$ cat src/rtl/bseq_pkg.sv
package bseq_pkg;

    typedef enum logic [1:0] {
        OP_HOLD = 2'd0,
        OP_LOAD = 2'd1,
        OP_STEP = 2'd2
    } seq_op_e;

    typedef enum logic [1:0] {
        SRC_PIN            = 2'd0,
        SRC_FIX_LINEAR     = 2'd1,
        SRC_FIX_INTERLEAVE = 2'd2
    } order_src_e;

    typedef enum logic {
        ORD_INTERLEAVE = 1'b0,
        ORD_LINEAR     = 1'b1
    } burst_order_e;

    // A start strobe outranks an advance on the same edge.
    function automatic seq_op_e decode_op(input logic s_a, input logic s_b, input logic step);
        if (s_a || s_b)
            return OP_LOAD;
        else if (step)
            return OP_STEP;
        return OP_HOLD;
    endfunction

    function automatic burst_order_e pick_order(input order_src_e src, input logic pin);
        case (src)
            SRC_FIX_LINEAR:     return ORD_LINEAR;
            SRC_FIX_INTERLEAVE: return ORD_INTERLEAVE;
            default:            return pin ? ORD_LINEAR : ORD_INTERLEAVE;
        endcase
    endfunction

endpackage

$ cat src/rtl/bseq_ctrl.sv
module bseq_ctrl
    import bseq_pkg::*;
(
    input  logic    start_a,
    input  logic    start_b,
    input  logic    step,
    output seq_op_e op
);
    always_comb begin
        op = decode_op(start_a, start_b, step);
    end
endmodule

$ cat src/rtl/bseq_base_reg.sv
module bseq_base_reg
    import bseq_pkg::*;
#(
    parameter int AW = 18
) (
    input  logic          clk,
    input  logic          rst,
    input  seq_op_e       op,
    input  logic [AW-1:0] addr_in,
    output logic [AW-1:0] base_q
);
    always_ff @(posedge clk) begin
        if (rst)
            base_q <= '0;
        else if (op == OP_LOAD)
            base_q <= addr_in;
    end
endmodule

$ cat src/rtl/bseq_beat_ctr.sv
module bseq_beat_ctr
    import bseq_pkg::*;
#(
    parameter int BW = 2
) (
    input  logic          clk,
    input  logic          rst,
    input  seq_op_e       op,
    output logic [BW-1:0] beat_q
);
    localparam logic [BW-1:0] ONE = BW'(1);

    always_ff @(posedge clk) begin
        if (rst)
            beat_q <= '0;
        else begin
            case (op)
                OP_LOAD: beat_q <= '0;
                OP_STEP: beat_q <= beat_q + ONE;   // natural wrap at 2^BW
                default: beat_q <= beat_q;
            endcase
        end
    end
endmodule

$ cat src/rtl/bseq_order_map.sv
module bseq_order_map
    import bseq_pkg::*;
#(
    parameter int         BW        = 2,
    parameter order_src_e ORDER_SRC = SRC_PIN
) (
    input  logic [BW-1:0] base_low,
    input  logic [BW-1:0] beat,
    input  logic          order_pin,
    output logic [BW-1:0] low_out
);
    logic [BW-1:0] lin_low;
    logic [BW-1:0] ilv_low;

    assign lin_low = base_low + beat;
    assign ilv_low = base_low ^ beat;

    generate
        if (ORDER_SRC == SRC_FIX_LINEAR) begin : g_fix_lin
            assign low_out = lin_low;
        end else if (ORDER_SRC == SRC_FIX_INTERLEAVE) begin : g_fix_ilv
            assign low_out = ilv_low;
        end else begin : g_pin
            burst_order_e ord;
            assign ord     = pick_order(ORDER_SRC, order_pin);
            assign low_out = (ord == ORD_LINEAR) ? lin_low : ilv_low;
        end
    endgenerate
endmodule

$ cat src/rtl/burst_addr_seq.sv
module burst_addr_seq
    import bseq_pkg::*;
#(
    parameter int         AW        = 18,
    parameter int         BW        = 2,
    parameter order_src_e ORDER_SRC = SRC_PIN
) (
    input  logic          clk,
    input  logic          rst,
    input  logic [AW-1:0] addr_in,
    input  logic          start_cpu,
    input  logic          start_ctl,
    input  logic          adv,
    input  logic          order_lin,
    output logic [AW-1:0] addr_out
);
    localparam int HI_W = AW - BW;

    seq_op_e       op;
    logic [AW-1:0] base_q;
    logic [BW-1:0] beat_q;
    logic [BW-1:0] low_bits;

    bseq_ctrl u_ctrl (
        .start_a (start_cpu),
        .start_b (start_ctl),
        .step    (adv),
        .op      (op)
    );

    bseq_base_reg #(.AW(AW)) u_base (
        .clk     (clk),
        .rst     (rst),
        .op      (op),
        .addr_in (addr_in),
        .base_q  (base_q)
    );

    bseq_beat_ctr #(.BW(BW)) u_beat (
        .clk    (clk),
        .rst    (rst),
        .op     (op),
        .beat_q (beat_q)
    );

    bseq_order_map #(.BW(BW), .ORDER_SRC(ORDER_SRC)) u_map (
        .base_low  (base_q[BW-1:0]),
        .beat      (beat_q),
        .order_pin (order_lin),
        .low_out   (low_bits)
    );

    generate
        if (HI_W > 0) begin : g_hi
            assign addr_out = {base_q[AW-1:BW], low_bits};
        end else begin : g_lo
            assign addr_out = low_bits;
        end
    endgenerate
endmodule

$ cat config.mk
export PLATFORM = sky130hd
export DESIGN_NAME = burst_addr_seq
export DESIGN_NICKNAME = d
export VERILOG_FILES = /design/src/rtl/bseq_pkg.sv /design/src/rtl/bseq_ctrl.sv /design/src/rtl/bseq_base_reg.sv /design/src/rtl/bseq_beat_ctr.sv /design/src/rtl/bseq_order_map.sv /design/src/rtl/burst_addr_seq.sv
export SDC_FILE = /design/constraint.sdc
export NUM_CORES = 1
export LEC_CHECK = 0
export ABC_AREA = 1
export ABC_CLOCK_PERIOD_IN_PS = 1400
export BUFFER_PORTS_ARGS = -buffer_cell sky130_fd_sc_hd__buf_2
export CAP_MARGIN = 40
export CORE_MARGIN = 2
export CORE_UTILIZATION = 51
export CTS_BUF_LIST = sky130_fd_sc_hd__clkbuf_8
export CTS_CLUSTER_DIAMETER = 30
export DETAILED_ROUTE_END_ITERATION = 8
export GPL_TIMING_DRIVEN = 1
export PLACE_DENSITY_LB_ADDON = 0.1
export REMOVE_ABC_BUFFERS = 1
export SYNTH_ARGS = -nofsm -noshare
export SYNTH_HDL_FRONTEND = slang
export SYNTH_SLANG_ARGS = --single-unit
$ cat constraint.sdc
create_clock -name clk -period 1.4 [get_ports clk]
set_clock_uncertainty 0.15 [all_clocks]
set_input_delay 0.07 -clock clk [delete_from_list [all_inputs] [get_ports clk]]
set_output_delay 0.07 -clock clk [all_outputs]
set_load 0.1 [all_outputs]
Word level (Yosys, flattened, before mapping)
Index checks and enable logic that the tools add are counted.
- $add $sub $neg: 2
- equality and inequality tests: 2
- muxes and demuxes: 8
- bitwise gates (word level): 1
- reductions and logical operators: 2
- operators with widths (cell ; number):
    $mux 2 ; 4
    $pmux 2 s2 ; 1
    $mux 1 ; 3
    $add 2x1->2 const B ; 1
    $add 2x2->2 ; 1
    $eq 2x1->1 const B ; 1
    $eq 2x2->1 const B ; 1
    $reduce_bool 2->1 ; 1
    $xor 2x2->2 ; 1
    $logic_or 1x1->1 ; 1
- flip-flop bits (word level): 20
- input port bits: 24
- output and inout bits: 18
- logic and storage cells: 17

Depth between registers and ports, before layout
- depth after elaboration: 5
- gate-level depth with buffers: 6
- mapped depth without buffers: 6

By module
Synthesis repeated with hierarchy kept, for this count alone.
- cell total of the unflattened synthesis: 149
- area total of the unflattened synthesis: 1047.3 um^2
- by module, submodules not included (module ; instances ; cells an instance ; area each (um^2) ; seq. area each (um^2)):
    bseq_base_reg ; 1 ; 117 ; 859.6 ; 360.3
    bseq_beat_ctr ; 1 ; 14 ; 103.8 ; 40.0
    bseq_order_map ; 1 ; 13 ; 60.1 ; 0.0
    bseq_ctrl ; 1 ; 5 ; 23.8 ; 0.0

Worst setup path after synthesis
OpenSTA, ideal clock, no wires.
- kind: reg-to-output
- start: register u_base.base_q[0]
- end: output port addr_out[1]
- data arrival time: 1.266 ns
- path slack: -0.086 ns
- cell stages (with the launch flop): 7
- buffers on the path: 0
- cells stage by stage: dfxtp_1 ha_1 nand2_1 inv_1 nand3_1 nand2_1 inv_1
- word-level cells in the longest chain between the ends: 2
- RTL lines (item ; RTL line ; RTL):
    start, declared ; bseq_base_reg.sv:10 ; output logic [AW-1:0] base_q
    start signal, assigned ; bseq_base_reg.sv:16 ; base_q <= addr_in;
    $add 2x2->2 ; bseq_order_map.sv:15 ; assign lin_low = base_low + beat;
    $mux 2 ; bseq_order_map.sv:26 ; assign low_out = (ord == ORD_LINEAR) ? lin_low : ilv_low;
    end, declared ; burst_addr_seq.sv:15 ; output logic [AW-1:0] addr_out
Every way passes these cells.

Worst setup path after layout
Ends and elaborated chain as after synthesis.

==> reports/metrics.yaml <==
outcome: "complete, no violations"
root_buffer: "clkbuf_8"
n_antenna_cell: 0
highest_layer: "met4"
power.density_nw_per_um2: 1191
min_period_ns: 1.396
cpPeakStageDelay_ns: 0.33
chipWidth_um: 47.07
timing.critical_path.fanout_max: 2
final_util_pct: 76.09
design.die.area_um2: 2215
num_vias: 898
placed_area_um2: 1049
hold_ws_ns: 0.1236
setup.worst_path.class: "flop to output port"
ant_nets: 0
ys_warn_count: 0
ys_seq_elements: 20
firstDrtPassIters: 4
numClockSinks: 20
post_drt_wl_per_cell_um: 10.59
cp_num_buf_inv: 3
drc_errors: 0
yosysSeqAreaShare_pct: 42.33
cts_made_buffers: 3
track_usage_pct: 19.09
p_total_mw: 1.565
antenna_found_initial: 0
dp_hpwl_mm: 1.232
post-route-period-util_pct: 99.69
maxCapViolations: 0
grt_pass1_vias: 714
grt_first_pass_wirelength_mm: 2.994
setup.worst_path.start_class: "flop"
irDropWorstVdd_mv: 0.7116
seq_area_um2: 402.9
multi_input_area_um2: 361.6
die_h_um: 47.07
core-area_um2: 1727
vias_per_cell: 4.751
initial_core_util_pct: 54.78
placedCellCount: 165
path_clk_slew_ns: 0.08
required_ns: 1.18
m1WireLength_um: 895
p_leak_nw: 0.6424
place.gp.congestion: 0.7038
cts_tree: "yes"
drive_above_1_share_pct: 34.76
mostFrequentLayoutCell: "buf_2"
grt_setup_unrepaired: "yes"
grt_max_degree: 20
h-tree-depth: 1
crit_family: "flip-flops"
setup_viol_count_final: 0
nNetsFinal: 190
cts_buffer_depth: 2
clock_latency_ns: 0.25
path_common_cell: "inv_2"
cp_cell_sequence: "ha_2 > nand2_2 > inv_2 > nand3_2 > nand2_1 > inv_2 > buf_12"
arrival_ns: 1.18
fillerInstances: 141
overflow: 0
netlist_instances: 120
pin_count: 42
num_rows: 15
tightest_slew_ns: 0.4976
syn_area_per_cell_um2: 7.883
io_buffers: 41
drt_iter0_markers: 9
slew_headroom_pct: 67.06
setup_tns_ns: 0
synthToLayoutAreaGrowth_pct: 38.89
hold_viol: 0
layout_common_cells: "39 x buf_2, 20 x nor2_1, 19 x dlygate4sd3_1"
synthDistinctLibCells: 17
dr_wl_met2_mm: 1.006
fin_area_um2: 1314
timing.final.max_slew_violations: 0
netlist_area_um2: 945.9
dp_slack_ns: 0.2036
setup_ws_ns: 0.004340
fmax_mhz: 716.5
route.met3.wl_um: 89
crit_path_end_kind: "output port"
cpMaxStageDelayCell: "dfxtp_2"
postRouteWirelength_mm: 2.002
final_cells: 189
worstHoldPathType: "input pin to flop"
flip-flops by register name, indices dropped and copies added (netlist names):
| register | cells |
|---|---|
| u_base.base_q | 18 |
| u_beat.beat_q | 2 |
cells by family (layout without fill, tap and decap cells):
group	Yosys count	count (layout)	share of synthesized area, %
buffers and inverters	28	72	20.50
AOI/OAI and AO/OA	18	18	9.523
and+or+nand+nor	53	53	26.32
adders and majority gates	1	1	1.323
DFF	20	20	42.33
what timing repair did:
item,CTS,global route
pin swaps,4,3
endpoints found under the hold margin,19,0
setup buffers,1,0
endpoints found under the setup margin,1,1
hold buffers,19,0
gates resized for setup,7,0
cell usage after synthesis:
cell	n	area (µm²)
buf_2	2	10.01
buf_4	17	127.6
buf_6	1	11.26
buf_8	1	15.01
clkbuf_4	1	7.510
dfxtp_1	20	400.4
ha_1	1	12.51
inv_1	6	22.52
nand2_1	10	37.54
nand2_2	1	6.260
nand3_1	2	10.01
nor2_1	20	75.07
nor2_8	1	20.02
nor3_1	18	90.09
nor3_2	1	10.01
o21ai_0	17	85.08
o21ai_1	1	5.000
metal layers:
layer | global-route usage, % | vias up
met2 | 31.78 | 26
li1 | - | 463
met4 | 5.000 | 0
met3 | 4.615 | 2
met1 | 24.82 | 407
met5 | 0 | -
worst register-to-register path, cell delays in order, from the launching register on:
cell	delay (ns)
dfxtp_2	0.34
buf_4	0.10
nand2_1	0.06
inv_1	0.09
nand2_1	0.06
nand2_1	0.05
nor2_1	0.03
layout make-up:
cell class	count	area share (%)
Multi-Input combinational cell	72	27.52
Clock buffer	4	4.190
Timing Repair Buffer	62	33.52
Tap cell	25	2.381
Inverter	6	1.714
Sequential cell	20	30.67
power breakdown:
group	switching (mW)	internal [mW]
sequential	0.0192	0.608
clock	0.183	0.250
combinational	0.373	0.132
worst paths after layout:
path,start,to,slack (ns),cells past startpoint
max,u_base.base_q[0]$_SDFFE_PP0N_,addr_out[1],0.004,7
max reg2reg,u_beat.beat_q[0]$_SDFFE_PP0P_,u_beat.beat_q[1]$_SDFFE_PP0P_,0.43,6
min,start_cpu,u_base.base_q[0]$_SDFFE_PP0N_,0.12,3
min reg2reg,u_base.base_q[0]$_SDFFE_PP0N_,u_base.base_q[0]$_SDFFE_PP0N_,0.34,2
Power figures use the tool's default switching activity.
